`config.mk`:
```
export PLATFORM = sky130hd
export DESIGN_NAME = txdesc_irq
export DESIGN_NICKNAME = d
export VERILOG_FILES = /design/src/rtl/tdc_pkg.sv /design/src/rtl/tdc_seq.sv /design/src/rtl/tdc_wb.sv /design/src/rtl/tdc_stat.sv /design/src/rtl/txdesc_irq.sv
export SDC_FILE = /design/constraint.sdc
export NUM_CORES = 1
export LEC_CHECK = 0
export BUFFER_PORTS_ARGS = -buffer_cell sky130_fd_sc_hd__buf_2
export CORE_AREA = 2 2 77 79
export DETAILED_ROUTE_END_ITERATION = 8
export DIE_AREA = 0 0 79 81
export GPL_TIMING_DRIVEN = 0
export PLACE_DENSITY = 0.77
export SLEW_MARGIN = 20
export SYNTH_ARGS = -nofsm -noshare
export SYNTH_HDL_FRONTEND = slang
export SYNTH_SLANG_ARGS = --single-unit
```
`constraint.sdc`:
```
create_clock -name clk -period 1.39 [get_ports clk]
set_input_delay 0.139 -clock clk [delete_from_list [all_inputs] [get_ports clk]]
set_output_delay 0.139 -clock clk [all_outputs]
set_load 0.05 [all_outputs]
```
`src/rtl/tdc_pkg.sv`:
```
package tdc_pkg;

    localparam int DESC_W  = 32;
    localparam int OWN_BIT = 31;
    localparam int IC_BIT  = 30;
    localparam int LS_BIT  = 29;
    localparam int FS_BIT  = 28;

    typedef enum logic [1:0] {
        SEQ_FETCH = 2'd0,
        SEQ_XFER  = 2'd1,
        SEQ_SUSP  = 2'd2
    } seq_state_t;

    typedef struct packed {
        logic own;
        logic ic;
        logic ls;
        logic fs;
    } desc_flags_t;

    function automatic desc_flags_t decode_flags(input logic [DESC_W-1:0] w);
        desc_flags_t f;
        f.own = w[OWN_BIT];
        f.ic  = w[IC_BIT];
        f.ls  = w[LS_BIT];
        f.fs  = w[FS_BIT];
        return f;
    endfunction

    // completion request honoured only in the last segment
    function automatic logic wants_irq(input desc_flags_t f);
        return f.ic & f.ls;
    endfunction

    function automatic logic [DESC_W-1:0] release_word(input logic [DESC_W-1:0] w);
        logic [DESC_W-1:0] r;
        r = w;
        r[OWN_BIT] = 1'b0;
        return r;
    endfunction

endpackage

```
`src/rtl/tdc_seq.sv`:
```
module tdc_seq
    import tdc_pkg::*;
#(
    parameter int W = DESC_W
) (
    input  logic         clk,
    input  logic         rst,
    input  logic         desc_valid,
    input  logic [W-1:0] desc_word,
    input  logic         seg_done,
    input  logic         poll,
    output logic         fetch_req,
    output logic         suspended,
    output logic         seg_fin,
    output logic [W-1:0] cur_word
);
    seq_state_t  state_q, state_d;
    logic [W-1:0] word_q;
    desc_flags_t  in_f;

    always_comb begin
        in_f    = decode_flags(desc_word);
        state_d = state_q;
        case (state_q)
            SEQ_FETCH: if (desc_valid) state_d = in_f.own ? SEQ_XFER : SEQ_SUSP;
            SEQ_XFER:  if (seg_done)   state_d = SEQ_FETCH;
            SEQ_SUSP:  if (poll)       state_d = SEQ_FETCH;
            default:                   state_d = SEQ_FETCH;
        endcase
    end

    always_ff @(posedge clk) begin
        if (rst) begin
            state_q <= SEQ_FETCH;
            word_q  <= '0;
        end else begin
            state_q <= state_d;
            if (state_q == SEQ_FETCH && desc_valid)
                word_q <= desc_word;
        end
    end

    assign fetch_req = (state_q == SEQ_FETCH);
    assign suspended = (state_q == SEQ_SUSP);
    assign seg_fin   = (state_q == SEQ_XFER) && seg_done;
    assign cur_word  = word_q;
endmodule

```
`src/rtl/tdc_wb.sv`:
```
module tdc_wb
    import tdc_pkg::*;
#(
    parameter int W = DESC_W
) (
    input  logic         clk,
    input  logic         rst,
    input  logic         seg_fin,
    input  logic [W-1:0] cur_word,
    output logic         wb_valid,
    output logic [W-1:0] wb_word
);
    always_ff @(posedge clk) begin
        if (rst) begin
            wb_valid <= 1'b0;
            wb_word  <= '0;
        end else begin
            wb_valid <= seg_fin;
            if (seg_fin)
                wb_word <= release_word(cur_word);
        end
    end
endmodule

```
`src/rtl/tdc_stat.sv`:
```
module tdc_stat
    import tdc_pkg::*;
(
    input  logic clk,
    input  logic rst,
    input  logic set_req,
    input  logic clr_stb,
    input  logic clr_val,
    input  logic irq_en,
    output logic tx_stat,
    output logic irq
);
    always_ff @(posedge clk) begin
        if (rst)
            tx_stat <= 1'b0;
        else if (set_req)
            tx_stat <= 1'b1;
        else if (clr_stb && clr_val)
            tx_stat <= 1'b0;
    end

    assign irq = tx_stat & irq_en;
endmodule

```
`src/rtl/txdesc_irq.sv`:
```
module txdesc_irq
    import tdc_pkg::*;
(
    input  logic              clk,
    input  logic              rst,
    input  logic              desc_valid,
    input  logic [DESC_W-1:0] desc_word,
    input  logic              seg_done,
    input  logic              poll,
    input  logic              clr_stb,
    input  logic              clr_val,
    input  logic              irq_en,
    output logic              fetch_req,
    output logic              suspended,
    output logic              wb_valid,
    output logic [DESC_W-1:0] wb_word,
    output logic              tx_stat,
    output logic              irq
);
    logic              seg_fin;
    logic [DESC_W-1:0] cur_word;
    logic              set_req;

    tdc_seq #(.W(DESC_W)) u_seq (
        .clk(clk), .rst(rst), .desc_valid(desc_valid), .desc_word(desc_word),
        .seg_done(seg_done), .poll(poll), .fetch_req(fetch_req),
        .suspended(suspended), .seg_fin(seg_fin), .cur_word(cur_word)
    );

    tdc_wb #(.W(DESC_W)) u_wb (
        .clk(clk), .rst(rst), .seg_fin(seg_fin), .cur_word(cur_word),
        .wb_valid(wb_valid), .wb_word(wb_word)
    );

    assign set_req = seg_fin && wants_irq(decode_flags(cur_word));

    tdc_stat u_stat (
        .clk(clk), .rst(rst), .set_req(set_req), .clr_stb(clr_stb),
        .clr_val(clr_val), .irq_en(irq_en), .tx_stat(tx_stat), .irq(irq)
    );
endmodule

```
# [Word-level counts from Yosys, hierarchy flattened]
# Index checks and enable logic that the tools add are counted.
[totals] ff_bits=66 word_cells=26
[classes] bitwise=2 muxes=7 n_reduce_logical=7 n_eq_ne=5
[op_table] op="two-way mux 2 bit" count=4
[op_table] op="!= test 2 bit, second input constant" count=3
[op_table] op="one-hot mux 2 bit (3 select lines)" count=1
[op_table] op="logical AND 1 bit" count=4
[op_table] op="AND reduction 3 bit" count=1
[op_table] op="AND 1 bit" count=2
[op_table] op="equality test 2 x 1 -> 1 bit, second input constant" count=1
[op_table] op="equality test 2 bit, second input constant" count=1
[op_table] op="logical NOT 2 bit" count=1
[op_table] op="two-way mux 1 bit" count=2
[op_table] op="nonzero test 2 bit" count=1

# [Depth between registers and ports, before layout]
# Gate-level depths: netlist of the first run.
[depth] ltp_word=4 mapped_depth=4 depth_no_buf=2

# [By module]
# From an unflattened synthesis of the first run, not the netlist that was laid out.
[unflattened] cells_unflattened=262 hier_area_um2=2776.4
[modules_own_cells] mod="tdc_seq" cells_per_inst=152 n_inst=1 area_per_inst_um2=1552.7
[modules_own_cells] mod="tdc_wb" cells_per_inst=104 n_inst=1 area_per_inst_um2=1168.6
[modules_own_cells] mod="tdc_stat" cells_per_inst=5 n_inst=1 area_per_inst_um2=48.8
[modules_own_cells] mod="txdesc_irq" cells_per_inst=1 n_inst=1 area_per_inst_um2=6.3

# [Least setup slack after synthesis of the first run]
# Ideal clock, no wire load.
[synth_timing] path_type="register to output" from="register u_seq.state_q[1]" to="output port suspended" stages_incl_launch_ff=2 slack_ps=109 t_arrival_ps=1142 path_cell_list="dfxtp_1 nor2b_1"
[synth_via] elab_chain_cells=1
[synth_lines] item="from (decl)" line_no="tdc_seq.sv:17" source="seq_state_t state_q, state_d;"
[synth_lines] item="from (signal assigned)" line_no="tdc_seq.sv:37" source="state_q <= state_d;"
[synth_lines] item="equality test 2 bit" line_no="tdc_seq.sv:44" source="assign suspended = (state_q == SEQ_SUSP);"
[synth_lines] item="to (decl)" line_no="txdesc_irq.sv:14" source="output logic suspended,"
# Every way passes these cells.

# [Worst setup path after layout of the first run]
[layout_timing] from="register u_seq.state_q[0]" to="output port fetch_req"
[layout_via] elab_chain_cells=1
[layout_lines] item="logical NOT 2 bit" line_no="tdc_seq.sv:43" source="assign fetch_req = (state_q == SEQ_FETCH);"
[layout_lines] item="to (decl)" line_no="txdesc_irq.sv:13" source="output logic fetch_req,"
# Every way passes these cells.

==> metrics.txt, run 1 <==
nets@finish 381; Crit Path Max Fanout 8; Final Instance Area 0.00345 mm^2; count leader, synth nand2b_1; Final period util 93.8%; internal power 0.00319 W; P per Cell Area 1210 mW/mm^2; Max stage delay on crit path approximately 0.38 ns; Area after DPL 0.00323 mm^2; Metal-1 WL 2510 um; core region area 0.00568 mm^2; Synth cell types 18; worst vdd ir 0.000692 V; sequential element share of the synthesized area 47.8%; Worst EP arrival 1.16 ns; cell taking the most area after synthesis dfxtp_1; Clock Skews 0.00924 ns; Worst-path clk slew 0.07 ns; Synth top area share between 40% and 50%; post-layout util 60.8%; starting density of the core 48.7%; # DRC 0; critical path class register to primary output; first-pass GRT wire length 8850 um; TritonCTS clock tree yes; met2 WL 2510 um; synth cell count leaders nand2b_1, dfxtp_1, mux2i_1; Worst setup EP type primary output; clk sinks 66; clk_lat worst skew ~0.33 ns; leading post-synthesis cells by cell area dfxtp_1, mux2i_1, nand2b_1; cts hold-fix bufs 0; final wirelength approximately 5400 um; Switch Pwr a little under 0.001 W; largest net degree at the start of global routing 13; filler instances between 500 and 600; setup TNS 0 ns; Rows 28; max-cap viol count 0; Top Layer Used met4; Final setup violation count 0; Hold Fails Final Rpt 0; HP Class input port to register; worst path cell trace nor2_1 -> buf_2; Post-Syn Area between 0.002 and 0.003 mm^2; critical path required time 1.25 ns; Max Slew Vio Count 0; WL per Instance 12.9 um; vias per inst 4.69; Placer Congestion 0.740; clock buffer count from CTS 9; first-pass detailed-route iteration total 4; Gate power share 10.4%; H-tree depth 3; CTS Buffer Depth 2; antenna violation net count after detailed routing 0; outcome finished clean; antenna violations before repair 0; vias in the first global route approximately 1,900; overall power ~0.0042 W; IO buf count 74; Clock power frac 41.7%; sw frac 23.4%; I/O pins 77; minimum clock period 1.30 ns; P&R area growth vs syn 24.9%; sequential share of power 48.0%; Fmax between 700 and 800 MHz; Top FF cell, synth dfxtp_1; GRT overflow 0; fraction of layout cells with a size suffix above 1 29.5%; Die Wd just under 80 um; Post-Syn Nets 296; Post-synth EDFFs 0; CP Launch Type register; slowest CP cell dfxtp_1; unrepaired setup endpoints after global routing yes; Routed met3 length 316 um; Via Count 1,975; LEAKAGE 1.57 nW; Syn Inst Count 256; Root Buffer clkbuf_8; Total GRT Usage 18.1%; chip height 81 um; #FFs+latches synth 66; die area 0.00640 mm^2; Post-synth ARST share 0%; DRT iter0 DRCs 96; Mapped Avg Cell Area ~11 um^2; antenna diode count 0; YS warnings 0; Final HPWL DP 3880 um; Hold Slack around 0.057 ns
## worst max-delay path: cells and delay by family (launching register included)
| kind | cells | cell delay [ns] |
|---|---|---|
| simple gates | 1 | 0.17 |
| flops | 1 | 0.38 |
| buf+inv | 1 | 0.29 |
## per-stage QoR
step | std cells | worst slack [ns]
6_report | 421 | 0.0864
5_1_grt | 421 | -0.00672
4_1_cts | 421 | 0.0257
3_5_place_dp | 405 | 0.0745
3_3_place_gp | 405 | 0.0955
2_1_floorplan | 256 | 0.109
## worst paths after layout
kind                          from                 end  slack (ns)  cells after the start
setup / recovery  u_seq.state_q[0]           fetch_req        0.09                      2
hold / removal       desc_word[11]  u_seq.cur_word[11]        0.06                      3
setup reg to reg  u_seq.state_q[0]    u_wb.wb_word[16]        0.10                      4
hold reg to reg   u_wb.wb_word[15]    u_wb.wb_word[15]        0.47                      2
## cell families after synthesis
kind of cell / count (synthesis) / synth area share, %
muxes: 62 / 22.5
AOI/OAI and AO/OA: 4 / 1.13
DFF: 66 / 47.8
buffers and inverters: 18 / 4.26
and+or+nand+nor: 105 / 24.2
other: 1 / 0.136
## repair_timing
item,CTS,global route
hold endpoints to repair,0,0
resized for setup,1,1
setup buffers,0,0
pin swaps,0,0
setup endpoints to repair,1,11
## placed cells by master (no fill, tap or decap), types with 2 or more instances in the layout
| master | Yosys | layout |
|---|---|---|
| clkbuf_1 | 9 | 10 |
| buf_6 | 5 | 5 |
| nand3b_1 | 3 | 3 |
| bufinv_16 | 0 | 2 |
| nand2b_1 | 95 | 95 |
| clkbuf_8 | 0 | 9 |
| buf_4 | 3 | 4 |
| mux2i_1 | 62 | 62 |
| a211oi_1 | 2 | 2 |
| buf_2 | 1 | 74 |
| clkinvlp_4 | 0 | 3 |
| nor2_1 | 2 | 2 |
| dfxtp_1 | 66 | 65 |
## sequential cells by signal, summed over array words and instances, names as in the netlist
register,count
u_seq.state_q,2
u_seq.cur_word,31
u_stat.tx_stat,1
u_wb.wb_word,31
u_wb.wb_valid,1
## final cells by class
type | instances | area [um^2] | area share (%)
Sequential cell | 66 | 1320 | 38.4
Multi-Input combinational cell | 172 | 1320 | 38.4
Timing Repair Buffer | 74 | 373 | 10.8
Clock buffer | 10 | 128 | 3.70
Buffer | 18 | 118 | 3.41
Tap cell | 75 | 93.8 | 2.72
Clock inverter | 6 | 91.3 | 2.65
## per-layer routing
layer	vias to the layer above	track usage (%)
li1	1007	-
met1	906	22.3
met2	53	29.5
met3	9	5.22
met4	0	8.28
met5	-	0
## power groups by stage
| stage | Combinational [W] | Clock [W] | Sequential [W] |
|---|---|---|---|
| floorplan | 0.000281 | 0 | 0.00207 |
| global placement | 0.000427 | 0 | 0.00204 |
| detailed placement | 0.000435 | 0 | 0.00204 |
| CTS | 0.000438 | 0.00178 | 0.00200 |
| global route | 0.000469 | 0.00188 | 0.00200 |
| finish | 0.000433 | 0.00173 | 0.00200 |
No activity file was read; power rests on OpenSTA's default activity.
==> run 2: changes to the inputs <==
--- a/config.mk
+++ b/config.mk
@@ -11,6 +11,7 @@
 export DIE_AREA = 0 0 79 81
 export GPL_TIMING_DRIVEN = 0
 export PLACE_DENSITY = 0.77
+export RECOVER_POWER = 100
 export SLEW_MARGIN = 20
 export SYNTH_ARGS = -nofsm -noshare
 export SYNTH_HDL_FRONTEND = slang
==> metrics.txt, run 2 (same netlist as run 1, synthesis figures left out) <==
outcome finished clean; critical path required time 1.25 ns (about the same); Max Slew Vio Count 0 (unchanged); H-tree depth 3 (unchanged); P per Cell Area 1210 mW/mm^2 (about the same); Worst-path clk slew 0.07 ns (about the same); Placer Congestion 0.740 (unchanged); DRT iter0 DRCs 112 (+17%); die area 0.00640 mm^2 (unchanged); starting density of the core 48.7% (unchanged); Via Count 1,973 (-0.10%); critical path class register to primary output; fraction of layout cells with a size suffix above 1 29.5% (unchanged); Clock Skews 0.00977 ns (+0.000529 ns); vias in the first global route 1,934 (unchanged); max-cap viol count 0 (unchanged); Reg2Reg Capture Point u_wb.wb_word[16]; reg2reg start u_seq.state_q[0]; Rows 28 (unchanged); I/O pins 77 (unchanged); core region area 0.00568 mm^2 (unchanged); Total GRT Usage 18.1% (unchanged); first-pass GRT wire length 8850 um (unchanged); unrepaired setup endpoints after global routing yes; slowest CP cell dfxtp_1; clk_lat worst skew 0.33 ns (about the same); WL per Instance 12.9 um (-0.15%); buffers and inverters on the worst path 1 (unchanged); post-layout util 60.8% (unchanged); Die Wd 79 um (unchanged); Metal-1 WL 2490 um (-0.88%); worst reg2reg setup slack 0.10 ns (about the same); overall power 0.00417 W (about the same); IO buf count 74 (unchanged); Routed met3 length 321 um (+1.6%); most frequent cells in the layout nand2b_1, dfxtp_1, mux2i_1, buf_2, clkbuf_2; vias per inst 4.69 (-0.10%); cts hold-fix bufs 0 (unchanged); Final HPWL DP 3880 um (unchanged); CP startpoint u_seq.state_q[0]; Hold Slack 0.0572 ns (-0.000000300 ns); chip height 81 um (unchanged); clk sinks 66 (unchanged); met2 WL 2520 um (+0.32%); minimum clock period 1.30 ns (+0.0000434 ns); antenna violations before repair 0 (unchanged); CTS Buffer Depth 2 (unchanged); largest net degree at the start of global routing 13 (unchanged); P&R area growth vs syn 24.9% (unchanged); CP top delay family flip-flops; Top Layer Used met4; LEAKAGE 1.53 nW (-2.1%); Final setup violation count 0 (unchanged); antenna diode count 0 (unchanged); antenna violation net count after detailed routing 0 (unchanged); commonest non-fill, non-tap cell in the layout nand2b_1; Worst Setup EP fetch_req; HP Class input port to register; setup TNS 0 ns (unchanged); Worst EP arrival 1.16 ns (about the same); CP Launch Type register; Crit Path Max Fanout 8 (unchanged); worst path cell trace nor2_1 -> buf_2; depth of the most critical reg-to-reg path 4 (unchanged); Max stage delay on crit path 0.38 ns (about the same); Worst setup EP type primary output; Root Buffer clkbuf_8; worst vdd ir 0.000695 V (+0.34%); nets@finish 381 (unchanged); # DRC 0 (unchanged); final wirelength 5430 um (-0.15%); clock buffer count from CTS 9 (unchanged); Stages on worst setup path 2 (unchanged); first-pass detailed-route iteration total 4 (unchanged); Final period util 93.8% (about the same); Fmax 767 MHz (about the same); GRT overflow 0 (unchanged); TritonCTS clock tree yes; Hold Fails Final Rpt 0 (unchanged)
## run 2: tightest hold or removal path, stage by stage
cell	delay (ns)
buf_2	0.09
nand2b_1	0.05
mux2i_1	0.06
## run 2: how the worst min path moves through the flow
stage / cells past startpoint / slack, ns / end / start
after detailed placement: 3 / 0.41 / u_seq.cur_word[11] / desc_word[11]
after CTS: 3 / 0.04 / u_seq.cur_word[11] / desc_word[11]
final: 3 / 0.06 / u_seq.cur_word[11] / desc_word[11]
after floorplan: 2 / 0.29 / u_seq.cur_word[0] / desc_word[0]
after global placement: 3 / 0.40 / u_seq.cur_word[4] / desc_word[4]
after global routing: 3 / 0.05 / u_seq.cur_word[12] / desc_word[12]
## run 2: repair_timing
action | CTS | global route
endpoints found under the setup margin | 1 | 11
resized for setup | 1 | 1
hold endpoints to repair | 0 | 0
pin swaps | 0 | 0
setup buffers | 0 | 0
## run 2: routing by layer
| metal | up-vias | track usage (%) |
|---|---|---|
| met5 | - | 0 |
| met4 | 0 | 8.28 |
| met3 | 9 | 5.22 |
| met2 | 57 | 29.5 |
| met1 | 900 | 22.3 |
| li1 | 1007 | - |
## run 2: power breakdown
| part | total [W] | switching (W) | internal (W) |
|---|---|---|---|
| Clock | 0.00174 | 0.000724 | 0.00101 |
| Combinational | 0.000432 | 0.000225 | 0.000207 |
| Sequential | 0.00200 | 0.0000289 | 0.00197 |
| Total | 0.00417 | 0.000978 | 0.00319 |
## run 2: through the flow
| stage | instance area (um^2) | setup slack [ns] | cells |
|---|---|---|---|
| 2_1_floorplan | 2760 | 0.109 | 256 |
| 3_3_place_gp | 3230 | 0.0955 | 405 |
| 3_5_place_dp | 3230 | 0.0745 | 405 |
| 4_1_cts | 3450 | 0.0257 | 421 |
| 5_1_grt | 3450 | -0.00672 | 421 |
| 6_report | 3450 | 0.0863 | 421 |
## run 2: final cells by class
| type | instances | area, um^2 |
|---|---|---|
| plain buffers | 18 | 118 |
| clock buffers | 10 | 128 |
| clock inverters | 6 | 91.3 |
| fillers | 509 | 2230 |
| multi-input cells | 172 | 1320 |
| flip-flops and latches | 66 | 1320 |
| well taps | 75 | 93.8 |
| repair buffers | 74 | 373 |
